### src/rtl/tw_pkg.sv
// Shared definitions for the test window.
// Assumes: 64-bit data bus made of 8 byte lanes.
package tw_pkg;

    localparam int LANES = 8;

    // Access width codes carried on the size input.
    typedef enum logic [1:0] {
        SZ_BYTE  = 2'd0,
        SZ_HALF  = 2'd1,
        SZ_WORD  = 2'd2,
        SZ_DWORD = 2'd3
    } acc_size_e;

    // Number of bytes moved by an access of the given width code.
    function automatic logic [3:0] size_to_bytes(input logic [1:0] sz);
        return 4'd1 << sz;
    endfunction

endpackage

### src/rtl/tw_scratch.sv
// Byte-addressed scratch store with little-endian lane merging.
// A write puts wdata lane j into byte off+j for j < nbytes. A read returns
// byte off+j in lane j and zero in lanes at or above nbytes.
// Assumes: the caller asserts wr_hit only for accesses that fit the store.
module tw_scratch #(
    parameter int SCRATCH_BYTES = 64
) (
    input  logic                              clk,
    input  logic                              rst_n,
    input  logic                              wr_hit,
    input  logic [$clog2(SCRATCH_BYTES)-1:0]  off,
    input  logic [3:0]                        nbytes,
    input  logic [63:0]                       wdata,
    output logic [63:0]                       rd_bytes
);
    import tw_pkg::*;

    localparam int OFF_W = $clog2(SCRATCH_BYTES);
    localparam int OW1   = OFF_W + 1;

    logic [7:0]                 mem      [SCRATCH_BYTES];
    logic [7:0]                 wr_lane  [LANES];
    logic [SCRATCH_BYTES-1:0]   byte_sel;
    logic [2:0]                 lane_of  [SCRATCH_BYTES];
    logic [SCRATCH_BYTES*8-1:0] mem_flat;

    // Split write data into byte lanes.
    always_comb begin
        for (int j = 0; j < LANES; j++) begin
            wr_lane[j] = wdata[j*8 +: 8];
        end
    end

    // Per-byte write select and source lane.
    always_comb begin
        for (int i = 0; i < SCRATCH_BYTES; i++) begin
            logic [OFF_W-1:0] rel;
            rel         = OFF_W'(i) - off;
            lane_of[i]  = rel[2:0];
            byte_sel[i] = wr_hit && (OW1'(rel) < OW1'(nbytes));
        end
    end

    // Storage update with reset to zero.
    always_ff @(posedge clk) begin
        for (int i = 0; i < SCRATCH_BYTES; i++) begin
            if (!rst_n) begin
                mem[i] <= 8'h00;
            end else if (byte_sel[i]) begin
                mem[i] <= wr_lane[lane_of[i]];
            end
        end
    end

    // Read extraction, zero above the access width.
    always_comb begin
        rd_bytes = '0;
        for (int j = 0; j < LANES; j++) begin
            if (4'(j) < nbytes) begin
                rd_bytes[j*8 +: 8] = mem[off + OFF_W'(j)];
            end
        end
    end

    // Flat view of the store for checking.
    genvar g;
    generate
        for (g = 0; g < SCRATCH_BYTES; g++) begin : g_flat
            assign mem_flat[g*8 +: 8] = mem[g];
        end
    endgenerate

    AST_SCRATCH_HOLD: assert property (@(posedge clk) disable iff (!rst_n)
        !wr_hit |=> $stable(mem_flat));

endmodule

### config.mk
export PLATFORM = sky130hd
export DESIGN_NAME = tw_scratch
export DESIGN_NICKNAME = d
export VERILOG_FILES = /design/src/rtl/tw_pkg.sv /design/src/rtl/tw_scratch.sv
export SDC_FILE = /design/constraint.sdc
export NUM_CORES = 2
export LEC_CHECK = 0
export ABC_CLOCK_PERIOD_IN_PS = 14970
export BUFFER_PORTS_ARGS = -buffer_cell sky130_fd_sc_hd__buf_2
export CORE_MARGIN = 1
export CORE_UTILIZATION = 30
export DETAILED_ROUTE_END_ITERATION = 12
export MAX_ROUTING_LAYER = met4
export PLACE_DENSITY = 0.49
export SLEW_MARGIN = 20
export SYNTH_ARGS = -nofsm -noshare
export SYNTH_HDL_FRONTEND = slang
export SYNTH_SLANG_ARGS = --single-unit
### constraint.sdc
create_clock -name clk -period 14.97 [get_ports clk]
set_input_delay 1.497 -clock clk [delete_from_list [all_inputs] [get_ports clk]]
set_output_delay 1.497 -clock clk [all_outputs]
set_load 0.01 [all_outputs]
==> metrics.yaml <==
timing:
  fin_crit_sh_pct: 60.3
  fmax_mhz: 111
  worst_slew_pin_slew_ns: 1.36
  rsz0062_at_grt: "false"
  final_max_slew_viol_count: 0
  setup_viol: 0
  setup_tns_ns: 0
  slew_headroom_pct: 9.53
  hold_viol_final: 0
  period_needed_ns: 9.03
routing:
  drt-vias-per-instance: 7.19
  drt_pass1_iterations: 7
  routedWlPerCell_um: 47.8
  drc: 0
  wirelength_mm: 262
  antenna_left: 0
  drt_iter0_drc: 7732
  vias: 39400
synth:
  yosysSeqAreaShare_pct: 34.3
  ys.flop_type: "edfxtp_1"
  synth-edff-count: 512
  synthTopCellsByArea: "mux4_2, edfxtp_1, nor2_1, mux2i_1, nand2_1"
  synth_cells: 3380
  netlist.area_leader.share_pct: 39.2
  syn_nets: 3502
  ys_warn_count: 0
  async_reset_ff_share_pct: 0
  yosys.area.top_type: "mux4_2"
  yosysUniqueCellTypes: 66
  synth_common_cells: "mux4_2, nor2_1, edfxtp_1"
  synth_seq_cells: 512
  syn_avg_cell_area_um2: 13.3
  synth_area_um2: 44900
  yosysMostFrequentCell: "mux4_2"
pwr:
  finalPower_mw: 5.78
  p_clk_share_pct: 26.3
  p_per_area_nw_per_um2: 113
  sw_frac_of_total_pct: 40.9
  p_leak_nw: 17.0
  p_sw_mw: 2.36
  internal_power_mw: 3.42
  p_comb_share_pct: 40.4
  ir_worst_vdd_v: 0.0000820
  power_frac_seq_pct: 33.3
floorplanning:
  std_cell_rows: 141
  ios: 141
  die-area_um2: 151000
  die_w_um: 389
  core_um2: 148000
  start_util_pct: 30.3
  die-height_um: 389
placement:
  gp_congestion: 1.09
  hpwl_mm: 189
  placed_cell_area_um2: 48800
  port_buffers: 140
clocking:
  cts.sinks: 512
  path_clk_slew_ns: 0.06
  cts_made_buffers: 58
  h-tree-depth: 2
  clk_path_buf_depth: 3
  cts_tree: "built"
  post-cts-setup-buffers: 0
  ctsHoldBuffers: 0
  root_buffer: "clkbuf_16"
  cts.repair.resized: 0
layout:
  drive_gt1_share_pct: 38.2
  stdcell_area_um2: 51000
  top_register: "mem"
  nNetsFinal: 3583
  synthToLayoutAreaGrowth_pct: 13.6
  largest_reg_flops: 512
  reg_top3: "mem: 512 flops"
run:
  drv_cap: 0
global_routing:
  grt_max_degree: 137
  grt_first_pass_wirelength_mm: 340
  grt_overflow: 0
  grt_use_total_pct: 35.0
  grt_pass1_vias: 35900
  antenna_found_initial: 29
critical_path:
  startpoint_type: "input port"
  crit_arrival_ns: 7.53
  path_class: "in2out"
  cp-startpoint: "off[1]"
  critPathMaxFanout: 102
  cp-endpoint: "rd_bytes[63]"
  crit_required_ns: 13.47
  endpoint_kind: "primary output"
min_path:
  hold_path_class: "in2reg"
run_status:
  status: "complete, no violations"
## cell usage in the layout, fill, tap and decap left out, types with 43 or more instances in the layout
cell and count:
nand3_1 86, mux2i_1 90, ha_1 43, nand2_1 316, buf_2 137, o21ai_0 67
a21oi_1 90, xnor2_1 47, nor2_1 538, buf_4 162, mux4_2 780, clkbuf_16 61
edfxtp_1 512
## cells by family after synthesis
family / share of synthesized area, %
and+or+nand+nor: 9.77
muxes: 42.9
DFF: 34.3
AOI/OAI and AO/OA: 6.11
buffers and inverters: 3.74
xor gates and xnor gates: 1.97
adders and majority gates: 1.26
## per-layer routing
metal,vias to the layer above,GRT usage [%],share of wire [%]
met5,-,-,0
met4,0,23.5,8.6
met3,889,18.5,17
met2,4012,45.8,40
met1,20300,41.0,34
li1,14100,-,-
## stage by stage
stage	hold slack, ns	utilization (%)	instances	setup slack [ns]
6_report	1.68	34.4	5476	5.94
5_1_grt	1.70	34.4	5466	5.84
4_1_cts	1.66	34.3	5437	5.98
3_5_place_dp	2.34	33.0	5328	5.99
3_3_place_gp	2.35	32.9	5324	6.02
2_1_floorplan	1.89	-	3380	8.62
## worst max-delay path: stages
cell and delay (ns):
buf_8 0.31, clkinv_1 0.64, ha_4 1.11, buf_12 0.53, buf_4 0.74, mux4_2 0.43
mux4_2 0.48, o2111ai_1 0.61, o21ai_0 0.51, buf_2 0.28
## worst min-delay path by stage
stage,slack (ns),depth (start not counted),end,startpoint
6_report,1.68,5,mem[59][3],wdata[59]
5_1_grt,1.70,4,mem[24][7],wdata[23]
4_1_cts,1.66,4,mem[58][7],wdata[47]
3_5_place_dp,2.34,4,mem[2][5],wdata[45]
3_3_place_gp,2.35,5,mem[1][3],wdata[43]
2_1_floorplan,1.89,2,mem[31][0],rst_n
## power by group through the flow
stage	Sequential, mW	Combinational (mW)	Clock (mW)
after floorplan	1.83	1.23	0
after global placement	1.93	2.21	0
after detailed placement	1.93	2.21	0
after CTS	1.90	2.22	1.52
after global routing	1.93	2.33	1.56
final	1.93	2.34	1.52
## final cells by class
class / count / area (um^2)
flip-flops and latches: 512 / 15400
multi-input cells: 2550 / 28900
repair buffers: 311 / 2090
diodes: 36 / 90.1
well taps: 1930 / 2410
fillers: 14400 / 97100
clock inverters: 44 / 420
inverters: 28 / 106
clock buffers: 65 / 1540
No activity file was read; power rests on OpenSTA's default activity.
